`config.mk`:
```
export PLATFORM = sky130hd
export DESIGN_NAME = shortcut_route_sel
export DESIGN_NICKNAME = d
export VERILOG_FILES = /design/src/rtl/rs_pkg.sv /design/src/rtl/rs_link_cost.sv /design/src/rtl/rs_pick.sv /design/src/rtl/rs_next_hop.sv /design/src/rtl/shortcut_route_sel.sv
export SDC_FILE = /design/constraint.sdc
export NUM_CORES = 1
export LEC_CHECK = 0
export BUFFER_PORTS_ARGS = -buffer_cell sky130_fd_sc_hd__buf_2
export CAP_MARGIN = 15
export CORE_MARGIN = 8
export CORE_UTILIZATION = 40
export CTS_CLUSTER_SIZE = 12
export DETAILED_ROUTE_END_ITERATION = 10
export GPL_ROUTABILITY_DRIVEN = 0
export HOLD_SLACK_MARGIN = 0.12
export SETUP_SLACK_MARGIN = 0.02
export SLEW_MARGIN = 10
export SYNTH_ARGS = -nofsm -noshare
export SYNTH_HDL_FRONTEND = slang
export SYNTH_SLANG_ARGS = --single-unit
```
`constraint.sdc`:
```
create_clock -name clk -period 23.2 [get_ports clk]
set_clock_uncertainty 0.05 [all_clocks]
set_input_delay 3.48 -clock clk [delete_from_list [all_inputs] [get_ports clk]]
set_output_delay 3.48 -clock clk [all_outputs]
set_load 0.01 [all_outputs]
```
`src/rtl/rs_pkg.sv`:
```
package rs_pkg;

    localparam int NUM_LINKS = 3;

    typedef enum logic [2:0] {
        DIR_LOCAL = 3'd0,
        DIR_EAST  = 3'd1,
        DIR_WEST  = 3'd2,
        DIR_NORTH = 3'd3,
        DIR_SOUTH = 3'd4,
        DIR_LINK  = 3'd5
    } dir_e;

    typedef struct packed {
        dir_e       dir;
        logic       via;
        logic [1:0] link;
    } route_head_t;

    // shorter distance between two positions on a ring of n nodes
    function automatic int ring_dist(int a, int b, int n);
        int d;
        d = (a >= b) ? a - b : b - a;
        return (d > n - d) ? n - d : d;
    endfunction

    // 1 when the positive direction is taken from a to b (ties go positive)
    function automatic logic ring_pos(int a, int b, int n);
        int f;
        f = (b >= a) ? b - a : b - a + n;
        return (2 * f <= n);
    endfunction

    // column of shortcut k, spread evenly around the x ring
    function automatic int link_col(int k, int w);
        return (k * w) / NUM_LINKS + w / (2 * NUM_LINKS);
    endfunction

endpackage

```
`src/rtl/rs_link_cost.sv`:
```
module rs_link_cost
    import rs_pkg::*;
#(
    parameter int GRID_W = 16,
    parameter int GRID_H = 16,
    parameter int LINK   = 0,
    parameter int XW     = 4,
    parameter int YW     = 4,
    parameter int CW     = 6
) (
    input  logic [XW-1:0] cur_x,
    input  logic [YW-1:0] cur_y,
    input  logic [XW-1:0] dst_x,
    input  logic [YW-1:0] dst_y,
    output logic [CW-1:0] cost,
    output logic [XW-1:0] ent_x,
    output logic [YW-1:0] ent_y
);
    localparam int COL   = link_col(LINK, GRID_W);
    localparam int ROW_B = GRID_H / 2;

    always_comb begin
        int via_a;
        int via_b;
        via_a = ring_dist(int'(cur_x), COL, GRID_W) + ring_dist(int'(cur_y), 0, GRID_H)
              + 1
              + ring_dist(COL, int'(dst_x), GRID_W) + ring_dist(ROW_B, int'(dst_y), GRID_H);
        via_b = ring_dist(int'(cur_x), COL, GRID_W) + ring_dist(int'(cur_y), ROW_B, GRID_H)
              + 1
              + ring_dist(COL, int'(dst_x), GRID_W) + ring_dist(0, int'(dst_y), GRID_H);
        ent_x = XW'(COL);
        if (via_b < via_a) begin
            cost  = CW'(via_b);
            ent_y = YW'(ROW_B);
        end else begin
            cost  = CW'(via_a);
            ent_y = '0;
        end
    end
endmodule

```
`src/rtl/rs_pick.sv`:
```
module rs_pick
    import rs_pkg::*;
#(
    parameter int CW = 6,
    parameter int IW = 2
) (
    input  logic [CW-1:0] wired_cost,
    input  logic [CW-1:0] link_cost [NUM_LINKS],
    output logic          via,
    output logic [IW-1:0] link,
    output logic [CW-1:0] best
);
    always_comb begin
        best = wired_cost;
        via  = 1'b0;
        link = '0;
        // strict compare: wired wins ties, lower index wins among links
        for (int k = 0; k < NUM_LINKS; k++) begin
            if (link_cost[k] < best) begin
                best = link_cost[k];
                via  = 1'b1;
                link = IW'(k);
            end
        end
    end
endmodule

```
`src/rtl/rs_next_hop.sv`:
```
module rs_next_hop
    import rs_pkg::*;
#(
    parameter int GRID_W = 16,
    parameter int GRID_H = 16,
    parameter int XW     = 4,
    parameter int YW     = 4
) (
    input  logic [XW-1:0] cur_x,
    input  logic [YW-1:0] cur_y,
    input  logic [XW-1:0] tgt_x,
    input  logic [YW-1:0] tgt_y,
    input  logic          south_last,
    output dir_e          dir
);
    logic need_x, need_y, go_east, go_north;

    always_comb begin
        need_x   = (cur_x != tgt_x);
        need_y   = (cur_y != tgt_y);
        go_east  = ring_pos(int'(cur_x), int'(tgt_x), GRID_W);
        go_north = ring_pos(int'(cur_y), int'(tgt_y), GRID_H);
        if (!need_x && !need_y) begin
            dir = south_last ? DIR_LINK : DIR_LOCAL;
        end else if (south_last) begin
            if (need_y && go_north)
                dir = DIR_NORTH;
            else if (need_x)
                dir = go_east ? DIR_EAST : DIR_WEST;
            else
                dir = DIR_SOUTH;
        end else begin
            if (need_x)
                dir = go_east ? DIR_EAST : DIR_WEST;
            else
                dir = go_north ? DIR_NORTH : DIR_SOUTH;
        end
    end
endmodule

```
`src/rtl/shortcut_route_sel.sv`:
```
module shortcut_route_sel
    import rs_pkg::*;
#(
    parameter int GRID_W = 16,
    parameter int GRID_H = 16
) (
    input  logic                                    clk,
    input  logic                                    rst,
    input  logic                                    in_valid,
    output logic                                    in_ready,
    input  logic [$clog2(GRID_W)-1:0]               in_cur_x,
    input  logic [$clog2(GRID_H)-1:0]               in_cur_y,
    input  logic [$clog2(GRID_W)-1:0]               in_dst_x,
    input  logic [$clog2(GRID_H)-1:0]               in_dst_y,
    output logic                                    out_valid,
    input  logic                                    out_ready,
    output logic [2:0]                              out_dir,
    output logic                                    out_via,
    output logic [1:0]                              out_link,
    output logic [$clog2(GRID_W/2+GRID_H/2+1)-1:0]  out_hops
);
    localparam int XW = $clog2(GRID_W);
    localparam int YW = $clog2(GRID_H);
    localparam int CW = $clog2(GRID_W + GRID_H + 2);
    localparam int HW = $clog2(GRID_W/2 + GRID_H/2 + 1);
    localparam int IW = 2;

    logic [CW-1:0] wired_cost;
    logic [CW-1:0] lk_cost [NUM_LINKS];
    logic [XW-1:0] lk_x    [NUM_LINKS];
    logic [YW-1:0] lk_y    [NUM_LINKS];

    always_comb begin
        wired_cost = CW'(ring_dist(int'(in_cur_x), int'(in_dst_x), GRID_W)
                       + ring_dist(int'(in_cur_y), int'(in_dst_y), GRID_H));
    end

    for (genvar g = 0; g < NUM_LINKS; g++) begin : g_link
        rs_link_cost #(
            .GRID_W(GRID_W), .GRID_H(GRID_H), .LINK(g),
            .XW(XW), .YW(YW), .CW(CW)
        ) u_cost (
            .cur_x(in_cur_x), .cur_y(in_cur_y),
            .dst_x(in_dst_x), .dst_y(in_dst_y),
            .cost(lk_cost[g]), .ent_x(lk_x[g]), .ent_y(lk_y[g])
        );
    end

    logic          sel_via;
    logic [IW-1:0] sel_link;
    logic [CW-1:0] sel_cost;

    rs_pick #(.CW(CW), .IW(IW)) u_pick (
        .wired_cost(wired_cost), .link_cost(lk_cost),
        .via(sel_via), .link(sel_link), .best(sel_cost)
    );

    logic [XW-1:0] tgt_x;
    logic [YW-1:0] tgt_y;

    always_comb begin
        tgt_x = in_dst_x;
        tgt_y = in_dst_y;
        for (int k = 0; k < NUM_LINKS; k++) begin
            if (sel_via && sel_link == IW'(k)) begin
                tgt_x = lk_x[k];
                tgt_y = lk_y[k];
            end
        end
    end

    dir_e nh_dir;

    rs_next_hop #(.GRID_W(GRID_W), .GRID_H(GRID_H), .XW(XW), .YW(YW)) u_hop (
        .cur_x(in_cur_x), .cur_y(in_cur_y),
        .tgt_x(tgt_x), .tgt_y(tgt_y),
        .south_last(sel_via), .dir(nh_dir)
    );

    route_head_t   head_q;
    logic [HW-1:0] hops_q;

    assign in_ready = !out_valid || out_ready;

    always_ff @(posedge clk) begin
        if (rst) begin
            out_valid <= 1'b0;
            head_q    <= '0;
            hops_q    <= '0;
        end else if (in_valid && in_ready) begin
            out_valid   <= 1'b1;
            head_q.dir  <= nh_dir;
            head_q.via  <= sel_via;
            head_q.link <= sel_link;
            hops_q      <= HW'(sel_cost);
        end else if (out_ready) begin
            out_valid <= 1'b0;
        end
    end

    assign out_dir  = head_q.dir;
    assign out_via  = head_q.via;
    assign out_link = head_q.link;
    assign out_hops = hops_q;
endmodule

```
After elaboration in Yosys (flattened, before gate mapping)
Index checks and enable logic that the tools add are counted.
{ "totals": {"reg_bits": 12, "input_bits": 20, "output_inout_bits": 13, "word_cells": 171} }
{ "classes": {"eq_ne": 4, "n_lt_le_gt_ge": 33, "muxes": 55, "n_reduce_logical": 12, "n_addsub": 62} }
{ "ops": {"columns": ["op", "n"], "rows": [
  ["2-to-1 mux 32 bit", 21],
  ["adder 32 bit", 18],
  ["greater-than comparator 32 bit", 11],
  ["subtractor 6 x 32 -> 32 bit (first input constant)", 11],
  ["adder 32 x 2 -> 32 bit (second input constant)", 6],
  ["less-than comparator 32 bit", 3],
  ["<= comparator 32 x 6 -> 1 bit (second input constant)", 2],
  ["adder 31 x 6 -> 31 bit (second input constant)", 2],
  ["2-to-1 mux 31 bit", 2],
  ["2-to-1 mux 6 bit", 7],
  ["2-to-1 mux 4 bit", 9],
  ["greater-than comparator 5 x 32 -> 1 bit", 1],
  ["subtractor 4 x 4 -> 5 bit", 6],
  ["2-to-1 mux 3 bit", 7],
  ["subtractor 4 x 4 -> 5 bit (first input constant)", 4],
  ["subtractor 4 x 4 -> 5 bit (second input constant)", 4],
  ["less-than comparator 6 bit", 3],
  [">= comparator 4 bit", 4],
  ["subtractor 2 x 4 -> 5 bit (first input constant)", 2],
  ["subtractor 3 x 4 -> 5 bit (first input constant)", 2],
  ["subtractor 4 x 2 -> 5 bit (second input constant)", 2],
  ["subtractor 4 x 3 -> 5 bit (second input constant)", 2],
  [">= comparator 4 bit (first input constant)", 2],
  [">= comparator 4 bit (second input constant)", 2],
  ["other kinds (19)", 33]
]} }

Logic depth before layout (Yosys ltp)
{ "depth": {"word_depth": 31, "mapped_depth": 80, "mapped_depth_nobuf": 78} }

By module
Synthesis repeated with hierarchy kept, for this count alone.
{ "unflattened": {"hier_cells": 2880, "hier_area_um2": 22924.5} }
{ "modules_own_cells": {"columns": ["mod", "seq_area_each_um2", "n_inst", "area_each_um2", "cells_each"], "rows": [
  ["rs_link_cost (g_link[0].u_cost)", 0.0, 1, 6945.4, 879],
  ["rs_link_cost (g_link[2].u_cost)", 0.0, 1, 6682.7, 831],
  ["rs_link_cost (g_link[1].u_cost)", 0.0, 1, 6314.8, 783],
  ["shortcut_route_sel", 240.2, 1, 1898.1, 244],
  ["rs_pick", 0.0, 1, 724.4, 91],
  ["rs_next_hop", 0.0, 1, 359.1, 52]
]} }

Least setup slack after synthesis
OpenSTA, ideal clock, no wires.
{ "synth_path": {"path_kind": "input-to-reg", "startpoint": "input port in_dst_x[2]", "endpoint": "register head_q, in the netlist out_dir[0]", "required_time_ns": 23.014, "setup_ns": 0.136, "slack_ns": 5.170, "arrival_ns": 17.844, "stages": 71, "n_path_buf": 2, "path_cell_list": "clkbuf_1 -> inv_1 -> ha_1 -> a21oi_1 -> o21ai_2 -> mux2i_1 -> nand2_1 -> o21ai_0 -> clkbuf_1 -> ha_1 -> a21boi_0 -> a21oi_1 -> nor2_1 -> mux2i_1 -> fa_1 -> fa_1 -> inv_1 -> ha_1 -> (+35 left out) -> a21o_1 -> a21o_1 -> a21o_1 -> nor3b_1 -> o21a_1 -> nor2_1 -> o2111a_4 -> and2_2 -> ha_1 -> a21oi_1 -> o21bai_1 -> a21oi_1 -> nand2_1 -> ha_1 -> a21oi_1 -> a41oi_1 -> o21ai_0 -> a31oi_1"} }
{ "synth_between": {"elab_chain_cells": 29, "elab_cells_between_ends": 96, "cone_classes": "add/sub (29); order compare (18); eq/ne (4); mux (37); reduce/logical (8)"} }
{ "synth_rtl": {"columns": ["element", "line", "text"], "rows": [
  ["from (decl)", "shortcut_route_sel.sv:13", "input logic [$clog2(GRID_W)-1:0] in_dst_x,"],
  ["subtractor 4 x 2 -> 5 bit (tied with other cells)", "rs_pkg.sv:23", "d = (a >= b) ? a - b : b - a;"],
  ["2-to-1 mux 32 bit", "rs_pkg.sv:23", null],
  ["subtractor 6 x 32 -> 32 bit", "rs_pkg.sv:24", "return (d > n - d) ? n - d : d;"],
  ["greater-than comparator 32 bit", "rs_pkg.sv:24", null],
  ["2-to-1 mux 32 bit", "rs_pkg.sv:24", null],
  ["adder 32 bit, on equally long branches (2 in series)", "rs_link_cost.sv:30, rs_link_cost.sv:27", null],
  ["less-than comparator 32 bit", "rs_link_cost.sv:32", "if (via_b < via_a) begin"],
  ["2-to-1 mux 6 bit", "rs_link_cost.sv:32", null],
  ["(+12 left out)", null, null],
  ["adder 31 x 6 -> 31 bit", "rs_pkg.sv:30", "f = (b >= a) ? b - a : b - a + n;"],
  ["2-to-1 mux 31 bit", "rs_pkg.sv:30", null],
  ["<= comparator 32 x 6 -> 1 bit", "rs_pkg.sv:31", "return (2 * f <= n);"],
  ["2-to-1 mux 2 bit", "rs_next_hop.sv:29, rs_next_hop.sv:34", null],
  ["2-to-1 mux 3 bit", "rs_next_hop.sv:28", "else if (need_x)"],
  ["2-to-1 mux 3 bit", "rs_next_hop.sv:26", "if (need_y && go_north)"],
  ["2-to-1 mux 3 bit", "rs_next_hop.sv:25", "end else if (south_last) begin"],
  ["2-to-1 mux 3 bit *", "rs_next_hop.sv:23", "if (!need_x && !need_y) begin"],
  ["to (decl)", "shortcut_route_sel.sv:80", "route_head_t head_q;"]
]} }
Mark *: on every way between the ends. The rest lies on a longest branch, timed or not.
A chain may end at the register's enable or synchronous reset.

Final worst setup path
{ "layout_path": {"startpoint": "input port in_dst_y[0]", "endpoint": "register head_q, in the netlist out_dir[0]"} }
{ "layout_between": {"elab_chain_cells": 28, "elab_cells_between_ends": 82, "cone_classes": "add/sub (19); order compare (16); eq/ne (4); mux (35); reduce/logical (8)"} }
{ "layout_rtl": {"columns": ["element", "line", "text"], "rows": [
  ["from (decl)", "shortcut_route_sel.sv:14", "input logic [$clog2(GRID_H)-1:0] in_dst_y,"],
  ["subtractor 1 x 4 -> 5 bit (tied with other cells)", "rs_pkg.sv:23", null],
  ["2-to-1 mux 32 bit", "rs_pkg.sv:23", null],
  ["subtractor 6 x 32 -> 32 bit", "rs_pkg.sv:24", null],
  ["greater-than comparator 32 bit", "rs_pkg.sv:24", null],
  ["2-to-1 mux 32 bit", "rs_pkg.sv:24", null],
  ["adder 32 bit, on equally long branches", "rs_link_cost.sv:30, rs_link_cost.sv:27", null],
  ["less-than comparator 32 bit", "rs_link_cost.sv:32", null],
  ["2-to-1 mux 6 bit", "rs_link_cost.sv:32", null],
  ["(+12 left out)", null, null],
  ["adder 31 x 6 -> 31 bit", "rs_pkg.sv:30", null],
  ["2-to-1 mux 31 bit", "rs_pkg.sv:30", null],
  ["<= comparator 32 x 6 -> 1 bit", "rs_pkg.sv:31", null],
  ["2-to-1 mux 2 bit", "rs_next_hop.sv:29, rs_next_hop.sv:34", null],
  ["2-to-1 mux 3 bit", "rs_next_hop.sv:28", null],
  ["2-to-1 mux 3 bit", "rs_next_hop.sv:26", null],
  ["2-to-1 mux 3 bit", "rs_next_hop.sv:25", null],
  ["2-to-1 mux 3 bit *", "rs_next_hop.sv:23", null]
]} }
Marks and branches as above.

==> metrics <==
Worst EP required 23.24 ns; flop-to-flop setup slack 21.68 ns; Iteration-0 DRC Markers 1151; R2R Path End out_hops[4]; Max Cap Viol 0; htree depth 1; Worst path most repeated cell ha_1; worst slack, placed 2.39 ns; Final #Nets 3316; Post-synth EDFFs 0; Crit path depth 66; Placement Cell Area 0.0219 mm2; min-delay worst type register to register; DP Wirelength 52600 um; Final Hold Fails 0; Max Fclk 0.0480 GHz; ys async rst share 0%; Die Wd 244 um; register area share after synthesis 1.16%; CTS root buf clkbuf_16; core footprint 0.0513 mm2; hold_sp out_hops[0]; crit path kind primary input to register; CP max FO 13; CTS Buffer Depth 2; RSZ-0062 raised after global routing false; Synth Cell Area 0.0207 mm2; share of layout cells above drive strength 1 3.91%; # IOs 33; via count 18.5k; Top FF cell, synth dfxtp_1; #FFs+latches synth 12; Crit. End Element register; cts repair resizes 0; TritonCTS clock tree done; number of port buffers 32; Site Rows 83; vias in the first global route 18.5k; Hold Path End out_hops[0]; Starting Density 40.4%; GRT Total Usage 19.7%; Yosys warnings 0; Skew-Pair Late Insertion Delay 0.23 ns; CTS clk-pin slew, worst paths 0.04 ns; Period Utilization, post-route 89.8%; critical path launch point type primary input; Setup violations, final 0; filler instances 5184; max-slew violations 0; total negative slack 0 ns; CP max stage delay 0.85 ns; Remaining Overflow, GRT 0; post-synth cell types 85; slowest CP cell o21ai_0; status completed; WP buf/inv 6; hold depth 2; WHS 0.407 ns; Synth-to-Final Area Change 6.22%; synthesized instance count 2582; # hold bufs at CTS 0; RR Startpoint out_valid; Vert. Die Dim 244 um; worst-margin pin slew 1.10 ns; die area 0.0594 mm2; worst rel slew slack 26.1%; first-pass GRT wire length 96500 um; Reg2Reg Depth 6; design area 0.0220 mm2; Worst EP arrival 20.87 ns; pin count of the biggest net entering global routing 18; wire per inst 18.1 um; final wirelength 60500 um; total CTS buffers 3; minimum clock period 20.83 ns; DRT antenna net count 0; Mean Syn Cell Area 8.03 um2; DR DRC count 0; min setup slack post-route 2.37 ns; CTS Sinks 12; Via density 5.54; DRT Pass-1 Iters 5; initial antenna violation count 1; post-CTS setup buffers 0; Crit path max-delay family compound AO/OA/AOI/OAI gates
## worst max-delay path by stage
stage                      from         end  slack [ns]
floorplan           in_dst_x[2]  out_dir[0]        5.17
global placement    in_dst_y[0]  out_dir[0]        2.94
detailed placement  in_dst_y[0]  out_dir[0]        2.39
CTS                 in_dst_y[0]  out_dir[0]        2.57
global route        in_dst_y[0]  out_dir[0]        1.03
finish              in_dst_y[0]  out_dir[0]        2.37
## flip-flops by register name, indices dropped and copies added (netlist names)
register	flops
out_dir	3
out_valid	1
out_link	2
out_via	1
out_hops	5
## area by class of cell
cell class	instances	area (um2)	area share, %
multi-input cells	2214	19200	87.0
inverters	385	1450	6.56
well taps	680	851	3.86
flip-flops and latches	12	240	1.09
repair buffers	42	235	1.07
clock buffers	4	88.8	0.403
diodes	1	2.50	0.0114
## metrics by stage
stage          instances  util, %
4_1_cts             3337     42.9
5_1_grt             3338     42.9
6_report            3338     42.9
3_5_place_dp        3333     42.8
3_3_place_gp        3333     42.8
2_1_floorplan       2650        -
## cell usage after synthesis (37+ instances only)
master | n | area [um2]
ha_1 | 438 | 5480
inv_1 | 385 | 1450
a21oi_1 | 229 | 1150
fa_1 | 200 | 4000
nor2_1 | 157 | 589
nand2_1 | 146 | 548
xnor2_1 | 141 | 1230
o21ai_0 | 139 | 696
xor2_1 | 65 | 569
a21o_1 | 59 | 443
nor3_1 | 41 | 205
clkbuf_1 | 37 | 139
o21bai_1 | 37 | 278
## worst reg2reg max path, delay by kind of cell (launching register included)
kind / cells / cell delay, ns
DFF: 1 / 0.31
and+or+nand+nor: 4 / 0.64
AOI/OAI and AO/OA: 2 / 0.38
## cells by family after synthesis
logic type,count (synthesis),share of synthesized area (%)
AOI/OAI and AO/OA,681,21.2
adders and majority gates,638,45.7
and+or+nand+nor,578,13.5
buffers and inverters,424,7.68
xor gates and xnor gates,206,8.70
muxes,41,2.08
DFF,12,1.16
other,2,0.0362
## cells in the final DEF (no fill, tap or decap), types with 7 or more instances in the layout
| cell type | n |
|---|---|
| nor2_1 | 157 |
| o21bai_1 | 37 |
| o21ai_0 | 139 |
| a31o_2 | 7 |
| nor2b_1 | 32 |
| nor3b_1 | 7 |
| buf_4 | 10 |
| a21o_1 | 59 |
| nand4_1 | 25 |
| xnor2_1 | 141 |
| a211oi_1 | 22 |
| conb_1 | 70 |
| xor2_1 | 65 |
| nor4_1 | 9 |
| or3_1 | 18 |
| nor3_1 | 40 |
| ha_1 | 438 |
| nand3_1 | 35 |
| mux2_2 | 12 |
| fa_1 | 200 |
| and3_1 | 14 |
| o31ai_1 | 11 |
| nand2_1 | 146 |
| o21a_1 | 26 |
| and2_1 | 36 |
| inv_1 | 385 |
| or2_2 | 18 |
| a211o_1 | 12 |
| dfxtp_1 | 12 |
| a311oi_1 | 7 |
| a31oi_1 | 21 |
| o211ai_1 | 12 |
| buf_2 | 32 |
| nand2b_1 | 29 |
| a21oi_1 | 229 |
| mux2i_1 | 28 |
## routing by layer
layer	up-vias	share of wire [%]	track usage, %
li1	9014	-	-
met1	8930	44	25.0
met4	0	4.0	6.76
met2	463	47	34.6
met5	-	0	0
met3	102	4.3	1.55
Power is not shown: default switching activity piles up to over one toggle a cycle in this logic, so the estimate is an artifact.
